File: src/rtl/dmaop_pkg.sv
`timescale 1ns/1ps
package dmaop_pkg;

  localparam int WORD_W   = 16;
  localparam int CMS_LO   = 12;
  localparam int PR_LO    = 8;
  localparam int FLAG_LSB = 1;   // index 0 -> NMI (bit 1), index 1 -> address error (bit 2)
  localparam int NUM_FLAGS = 2;
  localparam int DME_BIT  = 0;

  typedef enum logic [1:0] {
    PACE_OFF  = 2'b00,
    PACE_RSVD = 2'b01,
    PACE_16   = 2'b10,
    PACE_64   = 2'b11
  } pace_code_e;

  typedef enum logic [1:0] {
    EFF_FREE  = 2'b00,
    EFF_SHORT = 2'b01,
    EFF_LONG  = 2'b10
  } pace_eff_e;

  typedef struct packed {
    pace_code_e  cms;
    logic [1:0]  prio;
    logic        dme;
  } ctrl_t;

endpackage

File: src/rtl/dmaop_rst_sync.sv
`timescale 1ns/1ps
module dmaop_rst_sync #(
  parameter int STAGES = 2
) (
  input  logic clk,
  input  logic rst_n_i,
  output logic rst_n_o
);
  logic [STAGES-1:0] sync_q;

  // Assert asynchronously, release after STAGES clean edges.
  always_ff @(posedge clk or negedge rst_n_i) begin
    if (!rst_n_i) sync_q <= '0;
    else          sync_q <= {sync_q[STAGES-2:0], 1'b1};
  end

  assign rst_n_o = sync_q[STAGES-1];
endmodule

File: src/rtl/dmaop_ctrl_reg.sv
`timescale 1ns/1ps
module dmaop_ctrl_reg
  import dmaop_pkg::*;
(
  input  logic       clk,
  input  logic       rst_n,
  input  logic       wr_en,
  input  logic [1:0] cms_wr,
  input  logic [1:0] prio_wr,
  input  logic       dme_wr,
  output ctrl_t      ctrl_o
);
  ctrl_t ctrl_q, ctrl_n;
  logic  ctrl_en;

  // Next-state: a write replaces all three fields together.
  always_comb begin
    ctrl_en     = wr_en;
    ctrl_n      = ctrl_q;
    ctrl_n.cms  = pace_code_e'(cms_wr);
    ctrl_n.prio = prio_wr;
    ctrl_n.dme  = dme_wr;
  end

  always_ff @(posedge clk or negedge rst_n) begin
    if (!rst_n)       ctrl_q <= '0;
    else if (ctrl_en) ctrl_q <= ctrl_n;
  end

  assign ctrl_o = ctrl_q;

  // written fields appear one cycle after the write.
  p_write_load_r3: assert property (@(posedge clk) disable iff (!rst_n)
    wr_en |=> (ctrl_q.dme == $past(dme_wr)) && (ctrl_q.prio == $past(prio_wr)));

  // without a write the fields do not move.
  p_hold_r3: assert property (@(posedge clk) disable iff (!rst_n)
    !wr_en |=> $stable(ctrl_q));
endmodule

File: src/rtl/dmaop_err_flag.sv
`timescale 1ns/1ps
module dmaop_err_flag (
  input  logic clk,
  input  logic rst_n,
  input  logic set_pulse,
  input  logic rd_en,
  input  logic wr_en,
  input  logic wr_bit,
  output logic flag_o
);
  logic flag_q, flag_n;
  logic arm_q, arm_n;
  logic zero_wr;
  logic clr_ok;
  logic st_en;

  always_comb begin
    zero_wr = wr_en && !wr_bit;
    clr_ok  = zero_wr && arm_q;
    // Set has priority over an armed clear.
    if (set_pulse)   flag_n = 1'b1;
    else if (clr_ok) flag_n = 1'b0;
    else             flag_n = flag_q;
    // Qualifier: set by a read that sees 1, spent by any zero write.
    arm_n = flag_n && ((arm_q && !zero_wr) || (rd_en && flag_q));
    st_en = set_pulse || rd_en || wr_en || flag_q;
  end

  always_ff @(posedge clk or negedge rst_n) begin
    if (!rst_n) begin
      flag_q <= 1'b0;
      arm_q  <= 1'b0;
    end else if (st_en) begin
      flag_q <= flag_n;
      arm_q  <= arm_n;
    end
  end

  assign flag_o = flag_q;

  // only a zero write can drop a set flag.
  p_sticky_r9: assert property (@(posedge clk) disable iff (!rst_n)
    (flag_q && !(wr_en && !wr_bit)) |=> flag_q);

  // without a qualifying earlier read the flag survives.
  p_needs_read_r10: assert property (@(posedge clk) disable iff (!rst_n)
    (flag_q && !arm_q) |=> flag_q);

  // a set pulse always leaves the flag at 1.
  p_set_wins_r11: assert property (@(posedge clk) disable iff (!rst_n)
    set_pulse |=> flag_q);
endmodule

File: src/rtl/dmaop_pacer.sv
`timescale 1ns/1ps
module dmaop_pacer
  import dmaop_pkg::*;
#(
  parameter int SHORT_GAP = 16,
  parameter int LONG_GAP  = 64
) (
  input  logic       clk,
  input  logic       rst_n,
  input  pace_code_e pace_code,
  input  logic       all_cs,
  input  logic       gate_open,
  input  logic       req,
  output logic       permit
);
  localparam int CNT_W = $clog2(LONG_GAP + 1);
  localparam int SG_W  = CNT_W + 1;
  localparam logic [CNT_W-1:0] SHORT_LIM = CNT_W'(SHORT_GAP - 1);
  localparam logic [CNT_W-1:0] LONG_LIM  = CNT_W'(LONG_GAP - 1);

  pace_eff_e         eff, eff_q;
  logic              paced, changed, ready_now, grant;
  logic [CNT_W-1:0]  limit;
  logic [CNT_W-1:0]  cnt_q, cnt_n;
  logic              ready_q, ready_n;
  logic              cnt_en;

  // Effective setting: intermittent only when every channel steals cycles.
  always_comb begin
    unique case (pace_code)
      PACE_16: eff = all_cs ? EFF_SHORT : EFF_FREE;
      PACE_64: eff = all_cs ? EFF_LONG  : EFF_FREE;
      default: eff = EFF_FREE;   // 00 and the prohibited 01
    endcase
    paced     = (eff != EFF_FREE);
    changed   = (eff != eff_q);
    limit     = (eff == EFF_LONG) ? LONG_LIM : SHORT_LIM;
    ready_now = changed || ready_q;
    grant     = req && gate_open && (!paced || ready_now);
  end

  // Interval counter next-state.
  always_comb begin
    cnt_n   = cnt_q;
    ready_n = ready_q;
    cnt_en  = 1'b1;
    if (!paced) begin
      cnt_n   = '0;
      ready_n = 1'b1;
    end else if (grant) begin
      cnt_n   = CNT_W'(1);
      ready_n = 1'b0;
    end else if (changed) begin
      cnt_n   = '0;
      ready_n = 1'b1;
    end else if (!ready_q) begin
      if (cnt_q == limit) ready_n = 1'b1;
      else                cnt_n   = cnt_q + CNT_W'(1);
    end else begin
      cnt_en  = 1'b0;
    end
  end

  always_ff @(posedge clk or negedge rst_n) begin
    if (!rst_n) begin
      eff_q <= EFF_FREE;
    end else begin
      eff_q <= eff;
    end
  end

  always_ff @(posedge clk or negedge rst_n) begin
    if (!rst_n) begin
      cnt_q   <= '0;
      ready_q <= 1'b1;
    end else if (cnt_en) begin
      cnt_q   <= cnt_n;
      ready_q <= ready_n;
    end
  end

  assign permit = grant;

  // Checker: cycles since the last permit, saturating.
  logic [SG_W-1:0] sg_q;
  always_ff @(posedge clk or negedge rst_n) begin
    if (!rst_n)                 sg_q <= '1;
    else if (grant)             sg_q <= SG_W'(1);
    else if (changed)           sg_q <= '1;
    else if (sg_q != '1)        sg_q <= sg_q + SG_W'(1);
  end

  // paced permits are at least the interval apart.
  p_min_gap_r6_r7: assert property (@(posedge clk) disable iff (!rst_n)
    (permit && paced && !changed) |-> (sg_q >= SG_W'(limit) + SG_W'(1)));

  // a fresh intermittent setting lets the first request through.
  p_first_free_r8: assert property (@(posedge clk) disable iff (!rst_n)
    (changed && paced && req && gate_open) |-> permit);

  // unpaced requests pass straight through an open gate.
  p_passthru_r5: assert property (@(posedge clk) disable iff (!rst_n)
    (!paced && gate_open) |-> (permit == req));
endmodule

File: src/rtl/dma_opctl_pacer.sv
`timescale 1ns/1ps
module dma_opctl_pacer
  import dmaop_pkg::*;
#(
  parameter int SHORT_GAP = 16,
  parameter int LONG_GAP  = 64
) (
  input  logic        clk,
  input  logic        rst_n,
  input  logic        reg_wr_en,
  input  logic        reg_rd_en,
  input  logic [15:0] reg_wdata,
  output logic [15:0] reg_rdata,
  input  logic        addr_err_pulse,
  input  logic        nmi_pulse,
  input  logic        all_chan_cycle_steal,
  input  logic        xfer_req,
  output logic        xfer_permit,
  output logic        dma_enable,
  output logic [1:0]  prio_mode
);
  logic                 rst_sync_n;
  ctrl_t                ctrl;
  logic [NUM_FLAGS-1:0] flag_set;
  logic [NUM_FLAGS-1:0] flags;
  logic                 gate_open;
  logic                 unused_rsvd;

  // Reserved write bits are dropped on purpose.
  assign unused_rsvd = &{1'b0, reg_wdata[15:14], reg_wdata[11:10], reg_wdata[7:3]};

  dmaop_rst_sync #(.STAGES(2)) u_rst (
    .clk     (clk),
    .rst_n_i (rst_n),
    .rst_n_o (rst_sync_n)
  );

  dmaop_ctrl_reg u_ctrl (
    .clk     (clk),
    .rst_n   (rst_sync_n),
    .wr_en   (reg_wr_en),
    .cms_wr  (reg_wdata[CMS_LO +: 2]),
    .prio_wr (reg_wdata[PR_LO +: 2]),
    .dme_wr  (reg_wdata[DME_BIT]),
    .ctrl_o  (ctrl)
  );

  assign flag_set = {addr_err_pulse, nmi_pulse};

  for (genvar g = 0; g < NUM_FLAGS; g++) begin : g_flag
    dmaop_err_flag u_flag (
      .clk       (clk),
      .rst_n     (rst_sync_n),
      .set_pulse (flag_set[g]),
      .rd_en     (reg_rd_en),
      .wr_en     (reg_wr_en),
      .wr_bit    (reg_wdata[FLAG_LSB + g]),
      .flag_o    (flags[g])
    );
  end

  assign gate_open = ctrl.dme && (flags == '0);

  dmaop_pacer #(.SHORT_GAP(SHORT_GAP), .LONG_GAP(LONG_GAP)) u_pacer (
    .clk       (clk),
    .rst_n     (rst_sync_n),
    .pace_code (ctrl.cms),
    .all_cs    (all_chan_cycle_steal),
    .gate_open (gate_open),
    .req       (xfer_req),
    .permit    (xfer_permit)
  );

  // Read image.
  always_comb begin
    reg_rdata                          = '0;
    reg_rdata[CMS_LO +: 2]             = ctrl.cms;
    reg_rdata[PR_LO +: 2]              = ctrl.prio;
    reg_rdata[FLAG_LSB +: NUM_FLAGS]   = flags;
    reg_rdata[DME_BIT]                 = ctrl.dme;
  end

  assign dma_enable = ctrl.dme;
  assign prio_mode  = ctrl.prio;

  // no permit while disabled or while an error is pending.
  p_gate_closed_r4: assert property (@(posedge clk) disable iff (!rst_sync_n)
    xfer_permit |-> (reg_rdata[DME_BIT] && !reg_rdata[2] && !reg_rdata[1]));

  // a write never makes a reserved bit read back as 1.
  p_rsvd_zero_r2: assert property (@(posedge clk) disable iff (!rst_sync_n)
    reg_wr_en |=> (reg_rdata[15:14] == 2'b00) && (reg_rdata[11:10] == 2'b00)
                  && (reg_rdata[7:3] == 5'b00000));
endmodule

File: config.mk
export PLATFORM = sky130hd
export DESIGN_NAME = dma_opctl_pacer
export DESIGN_NICKNAME = d
export VERILOG_FILES = /design/src/rtl/dmaop_pkg.sv /design/src/rtl/dmaop_rst_sync.sv /design/src/rtl/dmaop_ctrl_reg.sv /design/src/rtl/dmaop_err_flag.sv /design/src/rtl/dmaop_pacer.sv /design/src/rtl/dma_opctl_pacer.sv
export SDC_FILE = /design/constraint.sdc
export NUM_CORES = 1
export LEC_CHECK = 0
export BUFFER_PORTS_ARGS = -buffer_cell sky130_fd_sc_hd__buf_2
export CORE_MARGIN = 4
export CORE_UTILIZATION = 51
export DETAILED_ROUTE_END_ITERATION = 8
export PLACE_DENSITY_LB_ADDON = 0.15
export SLEW_MARGIN = 5
export SYNTH_ARGS = -nofsm -noshare
export SYNTH_HDL_FRONTEND = slang
export SYNTH_SLANG_ARGS = --single-unit
File: constraint.sdc
create_clock -name clk -period 2.4 [get_ports clk]
set_input_delay 0 -clock clk [delete_from_list [all_inputs] [get_ports clk]]
set_output_delay 0 -clock clk [all_outputs]
set_load 0.1 [all_outputs]
==> results by group, run 1 <==
Status
  – Status: complete, no violations

Route
  – Routed Wire Length: roughly 2200 um
  – Via Count: approximately 840
  – Wire per inst: between 10 and 15 um
  – Via-to-Cell Ratio: approximately 5.1
  – Detailed router's first-iteration violation count: 13
  – # DRC: 0
  – Drt pass-1 iters: 3
  – Post-route ant nets: 0

Power and ir drop
  – Power per cell area: between 600 and 700 nW/um2
  – Leakage power: 0.638 nW
  – Max IR drop VDD: ~0.53 mV
  – Power consumption: between 800 and 900 uW

STA
  – Final period util: 0.819
  – Max Fclk: around 510 MHz
  – Slew @ Worst Pin: around 0.75 ns
  – RSZ-0062 raised after global routing: false
  – Setup TNS: 0 ns
  – Final Hold Fails: 0
  – Final min period: roughly 2 ns
  – Final setup vio count: 0
  – Final Max Tran Viols: 0
  – Slew margin rel.: 0.498
  – Final Skew: ~0.0025 ns

Synthesis
  – Synth Instances: 108
  – Flops & latches, synth: 21
  – Mapped Avg Cell Area: 10.4 um2
  – Yosys top cell area share: 0.445
  – Main synth FF type: dfrtp_1
  – Area leader, netlist: dfrtp_1
  – Asr flop ratio synth: 1.00
  – Distinct cells, synth: 35
  – Yosys warnings: 0
  – EDFF count, synth: 0
  – Ranking of synthesized cells by area: dfrtp_1 (45%), buf_4 (9.4%), mux2_1 (5.0%)
  – Register area share after synthesis: 0.469
  – Mapped Area: 1120 um2

Cells and area
  – Most common cell after layout, fill and taps aside: buf_2
  – Most frequent cells in the layout: buf_2 (25), dfrtp_1 (20), nand2_1 (11), conb_1 (10), dlygate4sd3_1 (10)
  – Area delta synth->final: 17.7%
  – Nets: 165
  – ANT cells: 0
  – Share of layout cells above drive strength 1: 0.252

Worst setup path
  – Crit end category: output port
  – Crit Path Class: reg -> out
  – Maximum net fanout on the critical path: 6
  – Cell at the slowest stage of the critical path: dfrtp_1
  – Crit path largest cell delay: about 0.44 ns
  – CP startpoint kind: flip-flop
  – CP cell instances: and3b_1 -> a21oi_1 -> nor2_1 -> a21boi_2 -> buf_2
  – Worst path arrival time: ~2 ns
  – Data required time of the worst path: about 2.4 ns

Clocking
  – Root Driver: clkbuf_4
  – Num CTS Buffers: 3
  – Clk pin slew, worst setup/hold paths: approximately 0.11 ns
  – CTS Buffer Depth: 2
  – Sink Count: 21
  – H-tree depth: 1
  – Clk_lat worst skew: around 0.3 ns
  – CTS tree: yes
  – PostCTS Resize Cnt: 0

Placement
  – Port bufs: 25
  – Detailed placement HPWL: between 1500 and 2000 um
  – Routability cong.: approximately 0.74

Floorplanning
  – # IOs: between 40 and 50
  – Die ar.: between 3000 and 4000 um2
  – FP Rows: 16
  – Vert. Die Dim: ~55 um
  – Initial Util: 0.556
  – Die width: roughly 55 um
  – Core area: 2020 um2

Global route
  – Global-route wire length before repair: 3460 um
  – Vias in the first global route: 780
  – Tot GR Track Use: 0.161
  – Initial antenna violation count: 0
  – Largest net degree at the start of global routing: 20
  – Gr ovfl total: 0

Flow run
  – Max Cap Violations: 0

Hold path
  – Hold WC Path Type: in -> reg
registers in the layout (all words and copies together), names as in the netlist:
register / count
g_flag.u_flag.arm_q: 2
g_flag.u_flag.flag_o: 2
u_ctrl.ctrl_o: 5
u_pacer.cnt_q: 7
u_pacer.eff_q: 2
u_pacer.ready_q: 1
u_rst.sync_q: 2
per-layer routing:
layer | routed length (um) | track usage | vias to the layer above | share of wire
li1 | - | - | 412 | -
met1 | 962 | 0.209 | 400 | 0.45
met2 | 1060 | 0.264 | 25 | 0.49
met5 | 0 | 0 | - | 0
met3 | 120 | 0.0322 | 2 | 0.056
met4 | 12 | 0.0607 | 0 | 0.0056
layout make-up:
cell class	count	area (um2)
inverters	4	15.0
flip-flops and latches	21	527
repair buffers	35	225
clock buffers	4	26.3
fillers	170	699
well taps	27	33.8
multi-input cells	75	495
through the flow:
step / setup WS (ns) / utilization / std cells / instance area (um2) / hold slack [ns]
final: 0.433 / 0.654 / 166 / 1320 / 0.0169
after global routing: 0.382 / 0.654 / 166 / 1320 / 0.0352
after CTS: 0.449 / 0.654 / 166 / 1320 / 0.00197
after detailed placement: 0.761 / 0.592 / 152 / 1200 / -0.213
after global placement: 0.811 / 0.592 / 152 / 1200 / -0.215
after floorplan: 0.114 / - / 116 / 1160 / -0.296
worst max-delay path: cells and delay by family (launching register included):
family	cells	cell delay, ns
flops	1	0.44
simple gates	2	0.34
buf+inv	1	0.44
compound gates	2	0.45
final timing paths:
kind	from	end	slack, ns	cells past startpoint
worst max-delay path	u_ctrl.ctrl_o[3]	xfer_permit	0.43	5
worst min-delay path	reg_wdata[2]	g_flag[1].u_flag.flag_o	0.02	4
worst max register to register	u_pacer.cnt_q[0]	u_pacer.cnt_q[6]	0.74	6
worst min register to register	u_rst.sync_q[1]	u_pacer.cnt_q[2]	0.32	0
max in group asynchronous	u_rst.sync_q[1]	u_pacer.eff_q[1]	1.61	0
min in group asynchronous	u_rst.sync_q[1]	u_pacer.cnt_q[2]	0.32	0
power by group:
part           switching (mW)  internal (mW)
sequential             0.0214          0.374
clock                   0.103         0.0647
combinational           0.220         0.0489
total                   0.344          0.488
synth_stat cells (2+ instances only):
library cell and instances:
mux2i_1 2, nand2b_1 2, a311oi_1 2, nor2_1 8
a21boi_1 2, buf_4 14, o21ai_1 2, nand3b_1 3
a22oi_1 2, mux2_1 5, and3_1 4, a21oi_1 6
nand2_1 11, inv_1 4, dfrtp_1 20, conb_1 2
cells by family after synthesis:
group | Yosys count | synth area share
and+or+nand+nor | 34 | 0.150
AOI/OAI and AO/OA | 21 | 0.147
DFF | 21 | 0.469
buffers and inverters | 20 | 0.120
muxes | 8 | 0.0880
other | 2 | 0.00668
adders and majority gates | 1 | 0.0111
xor gates and xnor gates | 1 | 0.00780
timing repair:
item,CTS,global route
endpoints found under the hold margin,12,0
setup buffers,0,0
hold buffers,10,0
No activity file was read; power rests on OpenSTA's default activity.
==> run 2: changes to the inputs <==
--- a/config.mk
+++ b/config.mk
@@ -7,7 +7,7 @@
 export LEC_CHECK = 0
 export BUFFER_PORTS_ARGS = -buffer_cell sky130_fd_sc_hd__buf_2
 export CORE_MARGIN = 4
-export CORE_UTILIZATION = 51
+export CORE_UTILIZATION = 43
 export DETAILED_ROUTE_END_ITERATION = 8
 export PLACE_DENSITY_LB_ADDON = 0.15
 export SLEW_MARGIN = 5
==> constraint.sdc (replaced) <==
create_clock -name clk -period 1.6 [get_ports clk]
set_input_delay 0 -clock clk [delete_from_list [all_inputs] [get_ports clk]]
set_output_delay 0 -clock clk [all_outputs]
set_load 0.1 [all_outputs]
==> run 2 against run 1 <==
  * First-iteration DRC count is 38% higher
  * Core utilization shrank 6.9 points
  * Clock power is 51% higher
  * Non-clock buffer count is 8 higher
  * Largest cell class is now multi-input combinational cells
  * Highest routed layer unchanged
==> results by group, run 2 (synthesis results as in run 1) <==
Floorplanning
  – Core area: 2480 um2 (+23%)
  – Die ar.: 3490 um2 (+16%)
  – # IOs: 44 (unchanged)
  – Die width: 59.1 um (+7.6%)
  – Initial Util: 0.454 (-0.102)
  – Vert. Die Dim: 59.1 um (+7.6%)
  – FP Rows: 18 (+2)

Global route
  – Vias in the first global route: 932 (+19%)
  – Tot GR Track Use: 0.144 (-0.0171)
  – Gr ovfl total: 0 (unchanged)
  – Global-route wire length before repair: 3860 um (+11%)
  – Largest net degree at the start of global routing: 12 (-40%)
  – Initial antenna violation count: 0 (unchanged)

Hold path
  – Hold Path Origin: reg_rd_en
  – Hold Path End: g_flag[0].u_flag.arm_q
  – Hold WC Path Type: in -> reg
  – Hold Path Cell Cnt: 3 (-1)

Flow run
  – Max Cap Violations: 0 (unchanged)

Placement
  – # placed instances: 161 (+5.9%)
  – Routability cong.: 0.774 (+5.2%)
  – Post-Place Worst Slack: 0.0222 ns (-0.739 ns)
  – Area after DPL: 1280 um2 (+7.4%)
  – Port bufs: 25 (unchanged)
  – Detailed placement HPWL: 1720 um (+8.3%)

STA
  – Final min period: about 1.6 ns
  – Final Skew: 0.00315 ns (+0.000667 ns)
  – Worst hold slack: 0.0271 ns (+0.0102 ns)
  – Max Fclk: roughly 630 MHz
  – Setup TNS: 0 ns (unchanged)
  – Final Max Tran Viols: 0 (unchanged)
  – Final setup vio count: 0 (unchanged)
  – Worst Setup Slack, final: 0.00917 ns (-0.424 ns)
  – Final period util: 0.994
  – RSZ-0062 raised after global routing: true
  – Final Hold Fails: 0 (unchanged)

Route
  – Met3 wire length: 105 um (-13%)
  – Post-route ant nets: 0 (unchanged)
  – Routed Wire Length: 2150 um (about the same)
  – Highest Signal Layer: met4
  – Detailed router's first-iteration violation count: 18 (+5)
  – Wl on met1: 915 um (-4.9%)
  – # DRC: 0 (unchanged)
  – Wire per inst: 12.2 um (-6.3%)
  – Drt pass-1 iters: 4 (+1)
  – Via-to-Cell Ratio: 4.91 (-2.9%)
  – Met2 routed WL: 1100 um (+4.1%)
  – Via Count: 869 (+3.6%)

Worst setup path
  – Maximum net fanout on the critical path: 3 (-3)
  – Reg-to-Reg End: u_pacer.cnt_q[0]
  – Crit path largest cell delay: 0.40 ns (-0.04 ns)
  – Crit Path Class: reg -> reg
  – Data required time of the worst path: 1.80 ns (-0.60 ns)
  – Crit end category: flip-flop
  – Worst reg2reg path depth: 5 (-1)
  – CP cell instances: or3_4 -> mux2i_4 -> nand2_1 -> o211a_1 -> o41ai_2
  – Cell at the slowest stage of the critical path: dfrtp_1
  – R2r setup slk: 0.009 ns (-0.73 ns)
  – CP startpoint kind: flip-flop
  – Worst path arrival time: 1.79 ns (-0.18 ns)
  – Crit Reg-Reg Startpoint: u_pacer.cnt_q[5]

Cells and area
  – Fillers: 222 (+31%)
  – Top reg by flops: u_pacer.cnt_q
  – Share of layout cells above drive strength 1: 0.367 (+0.116)
  – Utilization after layout: 0.585 (-0.0692)
  – ANT cells: 0 (unchanged)
  – Layout Cells excl Fill: 177 (+6.6%)
  – Multi-input gate area: 537 um2 (+8.3%)
  – Sequential cell area: 536 um2 (+1.7%)
  – Number of flip-flops in the largest register: 7 (unchanged)
  – Most frequent cells in the layout: buf_2 (24), dfrtp_1 (17), nand2_1 (11), conb_1 (10)
  – Area delta synth->final: 29.0%
  – Most common cell after layout, fill and taps aside: buf_2
  – Nets: 173 (+4.8%)
  – Design area: 1450 um2 (+9.6%)

Power and ir drop
  – Clk pwr share: 0.200 (about the same)
  – NetSw: 523 uW (+52%)
  – Power per cell area: 875 nW/um2 (+39%)
  – Leakage power: 0.667 nW (+4.5%)
  – Power consumption: 1.27 mW (+52%)
  – Comb power frac: 0.332 (+0.009)
  – Max IR drop VDD: 0.611 mV (+16%)
  – Internal: 745 uW (+53%)
  – Sw Ratio: 0.412 (-0.00149)
  – Part of the power in registers: 0.468 (-0.007)

Status
  – Status: complete, no violations

Clocking
  – Sink Count: 21 (unchanged)
  – CTS tree: yes
  – CTS Buffer Depth: 2 (unchanged)
  – Num CTS Buffers: 3 (unchanged)
  – Root Driver: clkbuf_4
  – H-tree depth: 1 (unchanged)
  – Clk_lat worst skew: 0.30 ns (about the same)
  – Clk pin slew, worst setup/hold paths: 0.11 ns (about the same)
==> run 2: changes by cell type in the layout (fill, tap and decap cells not counted), sizes merged <==
cell,delta
buf,+9
dlygate4sd3,-1
==> run 2: worst max-delay path by stage <==
| stage | startpoint | end | slack, ns | cells after the start |
|---|---|---|---|---|
| 3_3_place_gp | u_ctrl.ctrl_o[3] | u_pacer.cnt_q[0] | 0.05 | 5 |
| 5_1_grt | u_ctrl.ctrl_o[3] | xfer_permit | -0.05 | 5 |
| 6_report | u_pacer.cnt_q[5] | u_pacer.cnt_q[0] | 0.009 | 5 |
| 3_5_place_dp | u_pacer.cnt_q[1] | u_pacer.cnt_q[6] | 0.02 | 6 |
| 4_1_cts | u_ctrl.ctrl_o[3] | u_pacer.cnt_q[0] | 0.0002 | 5 |
| 2_1_floorplan | u_ctrl.ctrl_o[3] | u_pacer.cnt_q[0] | -0.12 | 6 |
==> run 2: power by group through the flow <==
stage / logic, mW / clock network [mW] / registers [mW]
floorplan: 0.275 / 0 / 0.696
global placement: 0.392 / 0 / 0.603
detailed placement: 0.396 / 0 / 0.605
CTS: 0.420 / 0.269 / 0.595
global route: 0.442 / 0.290 / 0.601
finish: 0.422 / 0.253 / 0.593
==> run 2: per-layer routing <==
layer,track usage,up-vias
met2,0.254,23
met5,0,-
met4,0.0518,0
met1,0.172,412
li1,-,430
met3,0.0283,4
==> run 2: what timing repair did <==
| item | 4_1_cts | 5_1_grt |
|---|---|---|
| gates resized for setup | 4 | 3 |
| pin swaps | 3 | 7 |
| hold buffers | 9 | 0 |
| setup buffers | 2 | 2 |
| endpoints found under the hold margin | 11 | 0 |
| endpoints found under the setup margin | 3 | 4 |
==> run 2: layout make-up <==
| cell class | count | share of cell area |
|---|---|---|
| Sequential cell | 21 | 0.370 |
| Timing Repair Buffer | 43 | 0.206 |
| Multi-Input combinational cell | 75 | 0.370 |
| Clock buffer | 4 | 0.0181 |
| Inverter | 4 | 0.0104 |
| Tap cell | 30 | 0.0259 |
==> run 2: critical path: cells and delay by family, from the launching register on <==
family | cells | cell delay, ns
simple gates | 2 | 0.48
compound gates | 2 | 0.41
flops | 1 | 0.40
mux | 1 | 0.21
==> run 3: changes to the inputs <==
--- a/config.mk
+++ b/config.mk
@@ -5,12 +5,13 @@
 export SDC_FILE = /design/constraint.sdc
 export NUM_CORES = 1
 export LEC_CHECK = 0
+export ABC_AREA = 1
 export BUFFER_PORTS_ARGS = -buffer_cell sky130_fd_sc_hd__buf_2
 export CORE_MARGIN = 4
-export CORE_UTILIZATION = 43
+export CORE_UTILIZATION = 44
 export DETAILED_ROUTE_END_ITERATION = 8
+export HOLD_SLACK_MARGIN = 0.12
 export PLACE_DENSITY_LB_ADDON = 0.15
-export SLEW_MARGIN = 5
 export SYNTH_ARGS = -nofsm -noshare
 export SYNTH_HDL_FRONTEND = slang
 export SYNTH_SLANG_ARGS = --single-unit
==> run 3 against run 2 <==
  * Sequential power rose by 0.7%
  * Design area rose by 22%
  * Synthesized area up 11%
  * Critical path type is now reg -> out
  * Highest routed layer unchanged
==> results by group, run 3 <==
Global route
  – Initial antenna violation count: 0 (unchanged)
  – Tot GR Track Use: 0.174 (+0.0302)
  – Vias in the first global route: 1199 (+29%)
  – Gr ovfl total: 0 (unchanged)
  – Global-route wire length before repair: 4940 um (+28%)
  – Largest net degree at the start of global routing: 20 (+8)

Clocking
  – Sink Count: 21 (unchanged)
  – CTS tree: yes
  – Num CTS Buffers: 3 (unchanged)
  – CTS Buffer Depth: 2 (unchanged)
  – H-tree depth: 1 (unchanged)
  – Root Driver: clkbuf_4
  – Clk pin slew, worst setup/hold paths: 0.12 ns (about the same)
  – Clk_lat worst skew: 0.30 ns (about the same)

Floorplanning
  – # IOs: 44 (unchanged)
  – Die ar.: 3740 um2 (+7.1%)
  – Core area: 2730 um2 (+10%)
  – Die width: 61.2 um (+3.5%)
  – FP Rows: 19 (+1)
  – Initial Util: 0.455 (+0.00184)
  – Vert. Die Dim: 61.2 um (+3.5%)

Worst setup path
  – Worst reg2reg path depth: 4 (-1)
  – Crit Path Class: reg -> out
  – Data required time of the worst path: 1.60 ns (-0.20 ns)
  – Worst path arrival time: 1.54 ns (-0.25 ns)
  – R2r setup slk: 0.07 ns (+0.06 ns)
  – Maximum net fanout on the critical path: 4 (+1)
  – Reg-to-Reg End: g_flag[0].u_flag.arm_q
  – CP bufs+invs: 2 (+2)
  – Cell mode on critical path: nand2_4
  – Cell at the slowest stage of the critical path: dfrtp_4
  – CP cell instances: nand2_8 -> nor2_4 -> nand2_2 -> nand2_4 -> nand3_4 -> nand2_4 -> clkinvlp_4 -> buf_12
  – Crit Reg-Reg Startpoint: g_flag[0].u_flag.flag_o
  – Crit end category: output port
  – Crit path largest cell delay: 0.50 ns (+0.10 ns)
  – CP startpoint kind: flip-flop
  – Crit path max-delay family: flip-flops

Placement
  – Detailed placement HPWL: 1940 um (+13%)
  – Routability cong.: 0.808 (+4.4%)
  – Port bufs: 25 (unchanged)

Synthesis
  – Asr flop ratio synth: 1.00 (unchanged)
  – Commonest cells post-synth: nand2_1 (44), dfrtp_1 (20), inv_1 (20), buf_4 (15), nand3_1 (11)
  – Mapped Avg Cell Area: 7.83 um2 (-25%)
  – Register area share after synthesis: 0.423 (-0.0457)
  – Yosys warnings: 0 (unchanged)
  – Area leader, netlist: dfrtp_1
  – Yosys top cell area share: 0.402 (-0.0434)
  – Flops & latches, synth: 21 (unchanged)
  – Mapped Area: 1240 um2 (+11%)
  – Distinct cells, synth: 27 (-23%)
  – Synth Instances: 159 (+47%)
  – Count leader, synth: nand2_1
  – Main synth FF type: dfrtp_1
  – Ranking of synthesized cells by area: dfrtp_1 (40%), nand2_1 (13%), buf_4 (9.0%)
  – EDFF count, synth: 0 (unchanged)

STA
  – Final min period: 1.54 ns (-0.0470 ns)
  – Final Max Tran Viols: 0 (unchanged)
  – Final Skew: 0.00490 ns (+0.00175 ns)
  – Final setup vio count: 0 (unchanged)
  – Final period util: 0.965 (-0.0294)
  – Final Hold Fails: 0 (unchanged)
  – RSZ-0062 raised after global routing: true
  – Setup TNS: 0 ns (unchanged)
  – Worst hold slack: 0.153 ns (+0.126 ns)
  – Max Fclk: 648 MHz (+3.0%)

Hold path
  – Hold Path Cell Cnt: 4 (+1)
  – Hold WC Path Type: in -> reg
  – Hold Path Origin: reg_wr_en
  – Hold Path End: u_ctrl.ctrl_o[4]

Route
  – # DRC: 0 (unchanged)
  – Post-route ant nets: 0 (unchanged)
  – Via-to-Cell Ratio: 4.81 (-2.0%)
  – Drt pass-1 iters: 4 (unchanged)
  – Detailed router's first-iteration violation count: 40 (+22)
  – Routed Wire Length: 2840 um (+32%)
  – Via Count: 1184 (+36%)
  – Wire per inst: 11.5 um (-5.1%)

Power and ir drop
  – Leakage power: 0.847 nW (+27%)
  – Power per cell area: 760 nW/um2 (-13%)
  – Max IR drop VDD: 0.651 mV (+6.7%)

Cells and area
  – Number of flip-flops in the largest register: 7 (unchanged)
  – Multi-input gate area: 634 um2 (+18%)
  – Most frequent cells in the layout: nand2_1 (41), buf_2 (24), dlygate4sd3_1 (22), inv_1 (18), dfrtp_1 (16)
  – Most common cell after layout, fill and taps aside: nand2_1
  – Area delta synth->final: 42.3%
  – ANT cells: 0 (unchanged)
  – Top reg by flops: u_pacer.cnt_q
  – Share of layout cells above drive strength 1: 0.326 (-0.0418)
  – Sequential cell area: 537 um2 (+0.23%)
  – Fillers: 228 (+2.7%)
  – Nets: 241 (+39%)

Status
  – Status: complete, no violations

Flow run
  – Max Cap Violations: 0 (unchanged)
[run 3: power by group]
| part | internal, mW | total (mW) | leakage (nW) | switching [mW] |
|---|---|---|---|---|
| combinational | 0.120 | 0.490 | 0.576 | 0.370 |
| clock | 0.0970 | 0.259 | 0.0150 | 0.162 |
| sequential | 0.564 | 0.597 | 0.257 | 0.0338 |
[run 3: worst reg2reg max path, delay by kind of cell, from the launching register on]
kind | cells | cell delay (ns)
AOI/OAI and AO/OA | 1 | 0.07
buffers and inverters | 1 | 0.59
DFF | 1 | 0.46
and+or+nand+nor | 2 | 0.34
[run 3: per-stage QoR]
stage	power, mW	setup slack, ns	instance area (um2)	instances	util
3_5_place_dp	1.02	0.148	1390	212	0.508
4_1_cts	1.35	-0.00170	1710	245	0.625
3_3_place_gp	1.01	0.145	1390	212	0.508
5_1_grt	1.41	-0.0413	1770	246	0.648
6_report	1.35	0.0562	1770	246	0.648
2_1_floorplan	0.980	-0.0129	1290	167	-
[run 3: how the worst max path moves through the flow]
stage | startpoint | endpoint | slack, ns | cells after the start
CTS | u_ctrl.ctrl_o[4] | xfer_permit | -0.002 | 8
global placement | u_pacer.cnt_q[0] | u_pacer.cnt_q[0] | 0.14 | 10
global route | u_ctrl.ctrl_o[4] | xfer_permit | -0.04 | 8
detailed placement | u_pacer.cnt_q[0] | u_pacer.cnt_q[0] | 0.15 | 10
floorplan | u_ctrl.ctrl_o[4] | xfer_permit | -0.01 | 7
finish | u_ctrl.ctrl_o[4] | xfer_permit | 0.06 | 8
[run 3: logic make-up after synthesis]
group           Yosys count  synth area share
simple gates             83             0.327
fa+ha+maj                 1            0.0100
other cells               2           0.00603
compound gates           15            0.0734
buf+inv                  36             0.154
xor+xnor                  1           0.00704
flops                    21             0.423
[run 3: final cells by class]
| type | count | share of cell area |
|---|---|---|
| flip-flops and latches | 21 | 0.303 |
| inverters | 21 | 0.0480 |
| clock buffers | 4 | 0.0148 |
| well taps | 31 | 0.0219 |
| multi-input cells | 110 | 0.358 |
| repair buffers | 59 | 0.254 |
[run 3: what timing repair did]
| item | in CTS | in global routing |
|---|---|---|
| endpoints found under the setup margin | 1 | 3 |
| hold buffers | 22 | 0 |
| gates resized for setup | 4 | 12 |
| pin swaps | 6 | 6 |
| setup buffers | 7 | 1 |
| hold endpoints to repair | 12 | 0 |
[run 3: routing by layer]
metal | GRT usage | part of all wire | up-vias
li1 | - | - | 594
met1 | 0.207 | 0.43 | 560
met2 | 0.323 | 0.52 | 28
met3 | 0.0189 | 0.042 | 2
met4 | 0.0557 | 0.0070 | 0
met5 | 0 | 0 | -
